<file path="src/rtl/rstrec_pkg.sv">
package rstrec_pkg;
  localparam int NUM_SRC  = 5;
  localparam int WORD_W   = 32;
  // status bit positions, counted from the most significant end
  localparam int SRC_POR  = 0;
  localparam int SRC_EXT  = 1;
  localparam int SRC_LOL  = 2;
  localparam int SRC_LOC  = 3;
  localparam int SRC_WDG  = 4;
  localparam int WAKE_POS = 16;
  localparam int BOOT_POS = 30;

  typedef struct packed {
    logic                 anyAck;
    logic                 setPor;
    logic                 clrPor;
    logic [NUM_SRC-1:1]   selOther;
    logic                 capture;
    logic                 rdStrobe;
    logic                 rdHit;
  } ctrlStrobes_t;

  function automatic int wordIdx(input int statusBit);
    return WORD_W - 1 - statusBit;
  endfunction
endpackage

</file>
<file path="src/rtl/rstrec_ctrl.sv">
module rstrec_ctrl
  import rstrec_pkg::*;
#(
  parameter int          ADDR_W     = 8,
  parameter logic [7:0]  STATUS_OFS = 8'h0C
) (
  input  logic                clk,
  input  logic                porRstN,
  input  logic [NUM_SRC-1:0]  ackVec,
  input  logic                rstRelease,
  input  logic                rdEn,
  input  logic [ADDR_W-1:0]   addr,
  output ctrlStrobes_t        strobes
);
  localparam logic [ADDR_W-1:0] OFS = ADDR_W'(STATUS_OFS);

  always_comb begin
    strobes          = '0;
    strobes.anyAck   = |ackVec;
    strobes.capture  = rstRelease;
    strobes.rdStrobe = rdEn;
    strobes.rdHit    = rdEn && (addr == OFS);
    // fixed priority: power-on, clock loss, lock loss, watchdog, external
    if (ackVec[SRC_POR]) begin
      strobes.setPor = 1'b1;
    end else if (ackVec[SRC_LOC]) begin
      strobes.selOther[SRC_LOC] = 1'b1;
      strobes.clrPor            = 1'b1;
    end else if (ackVec[SRC_LOL]) begin
      strobes.selOther[SRC_LOL] = 1'b1;
      strobes.clrPor            = 1'b1;
    end else if (ackVec[SRC_WDG]) begin
      strobes.selOther[SRC_WDG] = 1'b1;
      strobes.clrPor            = 1'b1;
    end else if (ackVec[SRC_EXT]) begin
      strobes.selOther[SRC_EXT] = 1'b1;
    end
  end

  // a power-on acknowledge always wins over everything else
  a_r6_por_wins: assert property (@(posedge clk) disable iff (!porRstN)
    ackVec[SRC_POR] |-> (strobes.setPor && strobes.selOther == '0 && !strobes.clrPor));
  // clock loss beats lock loss, watchdog and external
  a_r6_loc_beats_rest: assert property (@(posedge clk) disable iff (!porRstN)
    (ackVec[SRC_LOC] && !ackVec[SRC_POR]) |-> strobes.selOther[SRC_LOC]);
endmodule

</file>
<file path="src/rtl/rstrec_dp.sv">
module rstrec_dp
  import rstrec_pkg::*;
(
  input  logic               clk,
  input  logic               porRstN,
  input  ctrlStrobes_t       strobes,
  input  logic               wakePin,
  input  logic [1:0]         bootPin,
  input  logic               wrEn,
  input  logic [WORD_W-1:0]  wrData,
  output logic [WORD_W-1:0]  rdData,
  output logic               rdValid
);
  logic [NUM_SRC-1:0] flags;
  logic               wakeHeld;
  logic [1:0]         bootHeld;
  logic [WORD_W-1:0]  statusWord;

  always_ff @(posedge clk or negedge porRstN) begin
    if (!porRstN) begin
      flags <= NUM_SRC'(1) << SRC_POR;
    end else if (strobes.anyAck) begin
      flags[SRC_POR]       <= strobes.setPor | (flags[SRC_POR] & ~strobes.clrPor);
      flags[NUM_SRC-1:1]   <= strobes.selOther;
    end
  end

  always_ff @(posedge clk or negedge porRstN) begin
    if (!porRstN) begin
      wakeHeld <= 1'b0;
      bootHeld <= 2'b00;
    end else if (strobes.capture) begin
      wakeHeld <= wakePin;
      bootHeld <= bootPin;
    end
  end

  always_comb begin
    statusWord = '0;
    for (int i = 0; i < NUM_SRC; i++) statusWord[wordIdx(i)] = flags[i];
    statusWord[wordIdx(WAKE_POS)]     = wakeHeld;
    statusWord[wordIdx(BOOT_POS)]     = bootHeld[1];
    statusWord[wordIdx(BOOT_POS + 1)] = bootHeld[0];
  end

  always_ff @(posedge clk or negedge porRstN) begin
    if (!porRstN) begin
      rdData  <= '0;
      rdValid <= 1'b0;
    end else begin
      rdValid <= strobes.rdStrobe;
      rdData  <= strobes.rdHit ? statusWord : '0;
    end
  end

  a_r2_onehot_sources: assert property (@(posedge clk) disable iff (!porRstN)
    $onehot0(flags[NUM_SRC-1:1]));
  a_r3_ext_keeps_por: assert property (@(posedge clk) disable iff (!porRstN)
    (strobes.anyAck && !strobes.setPor && !strobes.clrPor) |=> flags[SRC_POR] == $past(flags[SRC_POR]));
  a_r4_clear_por: assert property (@(posedge clk) disable iff (!porRstN)
    strobes.clrPor |=> !flags[SRC_POR]);
  a_r5_por_sets: assert property (@(posedge clk) disable iff (!porRstN)
    strobes.setPor |=> (flags[SRC_POR] && flags[NUM_SRC-1:1] == '0));
  a_r7_pins_held: assert property (@(posedge clk) disable iff (!porRstN)
    !strobes.capture |=> ($stable(wakeHeld) && $stable(bootHeld)));
  a_r8_read_latency: assert property (@(posedge clk) disable iff (!porRstN)
    strobes.rdStrobe |=> rdValid);
  a_r8_idle_zero: assert property (@(posedge clk) disable iff (!porRstN)
    !strobes.rdStrobe |=> (!rdValid && rdData == '0));
  a_r9_write_ignored: assert property (@(posedge clk) disable iff (!porRstN)
    (wrEn && wrData != '0 && !strobes.anyAck) |=> $stable(flags));
endmodule

</file>
<file path="src/rtl/rst_src_recorder.sv">
module rst_src_recorder
  import rstrec_pkg::*;
#(
  parameter int          ADDR_W     = 8,
  parameter logic [7:0]  STATUS_OFS = 8'h0C
) (
  input  logic               clk,
  input  logic               porRstN,
  input  logic               ackPor,
  input  logic               ackExt,
  input  logic               ackLol,
  input  logic               ackLoc,
  input  logic               ackWdg,
  input  logic               rstRelease,
  input  logic               wakePin,
  input  logic [1:0]         bootPin,
  input  logic               rdEn,
  input  logic               wrEn,
  input  logic [ADDR_W-1:0]  addr,
  input  logic [WORD_W-1:0]  wrData,
  output logic [WORD_W-1:0]  rdData,
  output logic               rdValid
);
  ctrlStrobes_t       strobes;
  logic [NUM_SRC-1:0] ackVec;

  always_comb begin
    ackVec          = '0;
    ackVec[SRC_POR] = ackPor;
    ackVec[SRC_EXT] = ackExt;
    ackVec[SRC_LOL] = ackLol;
    ackVec[SRC_LOC] = ackLoc;
    ackVec[SRC_WDG] = ackWdg;
  end

  rstrec_ctrl #(.ADDR_W(ADDR_W), .STATUS_OFS(STATUS_OFS)) u_ctrl (
    .clk(clk), .porRstN(porRstN), .ackVec(ackVec), .rstRelease(rstRelease),
    .rdEn(rdEn), .addr(addr), .strobes(strobes)
  );

  rstrec_dp u_dp (
    .clk(clk), .porRstN(porRstN), .strobes(strobes), .wakePin(wakePin),
    .bootPin(bootPin), .wrEn(wrEn), .wrData(wrData),
    .rdData(rdData), .rdValid(rdValid)
  );
endmodule

</file>
<file path="config.mk">
export PLATFORM = sky130hd
export DESIGN_NAME = rst_src_recorder
export DESIGN_NICKNAME = d
export VERILOG_FILES = /design/src/rtl/rstrec_pkg.sv /design/src/rtl/rstrec_ctrl.sv /design/src/rtl/rstrec_dp.sv /design/src/rtl/rst_src_recorder.sv
export SDC_FILE = /design/constraint.sdc
export NUM_CORES = 1
export LEC_CHECK = 0
export ABC_AREA = 1
export BUFFER_PORTS_ARGS = -buffer_cell sky130_fd_sc_hd__buf_2
export CAP_MARGIN = 20
export CORE_MARGIN = 2
export CORE_UTILIZATION = 36
export DETAILED_ROUTE_END_ITERATION = 16
export MAX_ROUTING_LAYER = met4
export PLACE_DENSITY = 0.79
export SLEW_MARGIN = 10
export SYNTH_ARGS = -nofsm -noshare
export SYNTH_HDL_FRONTEND = slang
export SYNTH_HIERARCHICAL = 1
export SYNTH_SLANG_ARGS = --single-unit
</file>
<file path="constraint.sdc">
create_clock -name clk -period 0.8 [get_ports clk]
set_input_delay 0.04 -clock clk [delete_from_list [all_inputs] [get_ports clk]]
set_output_delay 0.04 -clock clk [all_outputs]
set_load 0.1 [all_outputs]
</file>
==> out/metrics.yaml <==
sta:
  whs_ns: 0.002966
  finalClockSkew_ns: 0.0007924
  fin_crit_sh: 1.147
  setup-violations-final: 9
  timing.fmax_mhz: 1090
  report.final.slew_viol_count: 0
  hold_viol: 0
  grt_setup_unrepaired: "true"
  finalWorstSetupSlack_ns: -0.1178
  finalWorstPathRequiredPeriod_ns: 0.9178
global_routing:
  first_global_vias: 575
  wire_length_of_the_first_global_routing_pass_mm: 2.111
  grt_start_max_net_pins: 18
  antenna_found_initial: 0
  grt_util_all_layers: 0.1058
  globalRoute.totalOverflow: 0
placement:
  post_dp_cell_area_sq_mm: 0.001131
  place.port_buffers: 28
  post-place-cells: 167
  dp.final_hpwl_mm: 1.156
  post_place_setup_slack_ns: -0.1805
  gp_routability_congestion: 0.7209
finish:
  final_cell_count_no_fill: 176
  insertedDiodeCount: 0
  design_area_sq_mm: 0.001207
  finish.net_count: 200
  final_layout_size_suffix_gt1_frac: 0.3288
  syn_to_final_growth_pct: 32.74
setup_path:
  arrival_ns: 0.88
  path_cells: "buf_12"
  criticalPathCategory: "flop to output pin"
  critPathMaxStageDelay_ns: 0.42
  critical_path.max_fanout: 1
  cpLargestDelayFamily: "flip-flops"
  critical_path.n_buffers_inverters: 1
  worstReg2RegStart: "u_dp/flags[0]"
  critical_path.slowest_cell: "dfrtp_2"
  worstReg2RegEnd: "u_dp/flags[0]"
  worst-r2r-setup-slack_ns: 0.11
  worstSetupPathDepth: 1
  crit_path_end_kind: "output pin"
  reg2reg_depth: 2
  critical_path.startpoint_type: "flop"
  cp.required_ns: 0.76
hold_path:
  hp-start: "rstRelease"
  holdPathStages: 2
  worst_hold_path_type: "input port to flop"
  min_to: "u_dp/bootHeld[1]"
clocking:
  clock_tree.root_cell: "clkbuf_4"
  cts.repair.resized: 0
  ctsHtreeMaxLevel: 1
  cts_tree: "built"
  cts.reportedPaths.clkPinSlew_ns: 0.08
  post_cts.repair.setup_buffers: 0
  cts_inserted_buffers: 3
  cts.sinks: 17
  clockBufferDepth: 2
  clock_latency_ns: 0.29
logic_synthesis:
  synth.yosys.warnings: 6
  syn_area_sq_um: 909.6
  asyncSetResetFlopFracSynth: 1.000
  synth.top_cells.by_area: "dfrtp_1, buf_4, nand2_1"
  synth.top_cell.area_share: 0.4402
  syn-mean-instance-area_sq_um: 8.195
  synth.ff_latch_count: 17
  synthCells: 111
  synth_sequential_area_ratio: 0.4691
  synth_largest_area_cell: "dfrtp_1"
  ys_top_cells_by_count: "buf_4, nand2_1, inv_1"
  netlist-cell-type-count: 16
  synthMostInstantiatedCell: "buf_4"
  ys.flop_type: "dfrtp_1"
  synth_enable_flop_cells: 0
drt:
  first_pass_iters: 4
  drc_errors: 0
  detailedRoute.firstIterationViolations: 4
  dr_total_vias: 690
  detail-route-antenna-nets: 0
  routed_wire_length_per_instance_um: 7.949
  route.final.wire_length_mm: 1.399
  route.detailed.vias_per_inst: 3.920
die:
  coreArea_sq_mm: 0.002432
  dieArea_sq_mm: 0.002945
  initial_core_util: 0.3740
  io_pins: 86
  placementRows: 18
  die_x_um: 54.27
  chipHeight_um: 54.27
run_status:
  violations_in_the_final_reports: "negative setup slack"
  outcome: "complete, but fails checks"
power:
  peak_supply_drop_mv: 0.8048
  powerDensity_mw_per_mm2: 1677
  leakagePower_nw: 0.6876
job:
  maxCapViolCount: 0
==> placed cells by master (no fill, tap or decap) <==
cell type and count:
buf_12 9, buf_2 19, buf_4 4, clkbuf_1 1, clkbuf_4 3, conb_1 24, dfrtp_1 7, dfrtp_2 9
dfstp_2 1, dlygate4sd3_1 5, inv_1 20, inv_2 1, nand2_1 21, nand2_2 1, nand3_1 3, nor2_1 8
nor2_2 1, nor3_1 2, o21ai_0 3, o21ai_1 4
==> worst max path at each step <==
stage                         start             to
floorplan            u_dp/rdData[0]      rdData[0]
global placement             ackLol  u_dp/flags[3]
detailed placement           ackLol  u_dp/flags[2]
CTS                 u_dp/rdData[27]     rdData[27]
global route        u_dp/rdData[27]     rdData[27]
finish              u_dp/rdData[27]     rdData[27]
==> cell type report <==
class | count | area [sq um]
Timing Repair Buffer | 37 | 355.3
Clock buffer | 4 | 26.28
Sequential cell | 17 | 437.9
Fill cell | 208 | 1225
Inverter | 21 | 78.83
Tap cell | 30 | 37.54
Multi-Input combinational cell | 67 | 271.5
==> routing by layer <==
metal  vias to the layer above  global-route usage  share of wire
li1                        342                   -              -
met1                       307             0.09862           0.34
met2                        38              0.1908           0.53
met3                         3             0.01639           0.11
met4                         0             0.08333          0.021
met5                         -                   -              0
==> cell families (layout without fill, tap and decap cells) <==
family                 after synthesis  in the layout  share of synthesized area
DFF                                 17             17                     0.4691
and+or+nand+nor                     36             36                     0.1609
other                                1             24                   0.004123
buffers and inverters               50             62                     0.3274
AOI/OAI and AO/OA                    7              7                    0.03851
==> power breakdown <==
| group | total [W] | switching (W) | internal (W) |
|---|---|---|---|
| clock network | 0.000437 | 0.000243 | 0.000194 |
| registers | 0.000905 | 0.0000155 | 0.000890 |
| logic | 0.000683 | 0.000590 | 0.0000926 |
==> what timing repair did <==
item | 4_1_cts | 5_1_grt
endpoints found under the hold margin | 21 | 0
endpoints found under the setup margin | 9 | 9
pin swaps | 0 | 0
hold buffers | 5 | 0
==> sequential cells by signal, summed over array words and instances (netlist names) <==
name           count
u_dp/rdValid       1
u_dp/wakeHeld      1
u_dp/flags         5
u_dp/bootHeld      2
u_dp/rdData        8
==> through the flow <==
step                power (W)  TNS, ns    util
floorplan            0.001583        0       -
global placement     0.001578  -0.5230  0.4650
detailed placement   0.001586  -0.8349  0.4650
CTS                  0.002034   -1.070  0.4964
global route         0.002102   -1.181  0.4964
finish               0.002025   -1.024  0.4964
==> worst register-to-register path, delay by kind of cell, from the launching register on <==
kind          cells  cell delay [ns]
simple gates      2             0.11
flops             1             0.54
(Power assumes the default switching activity.)
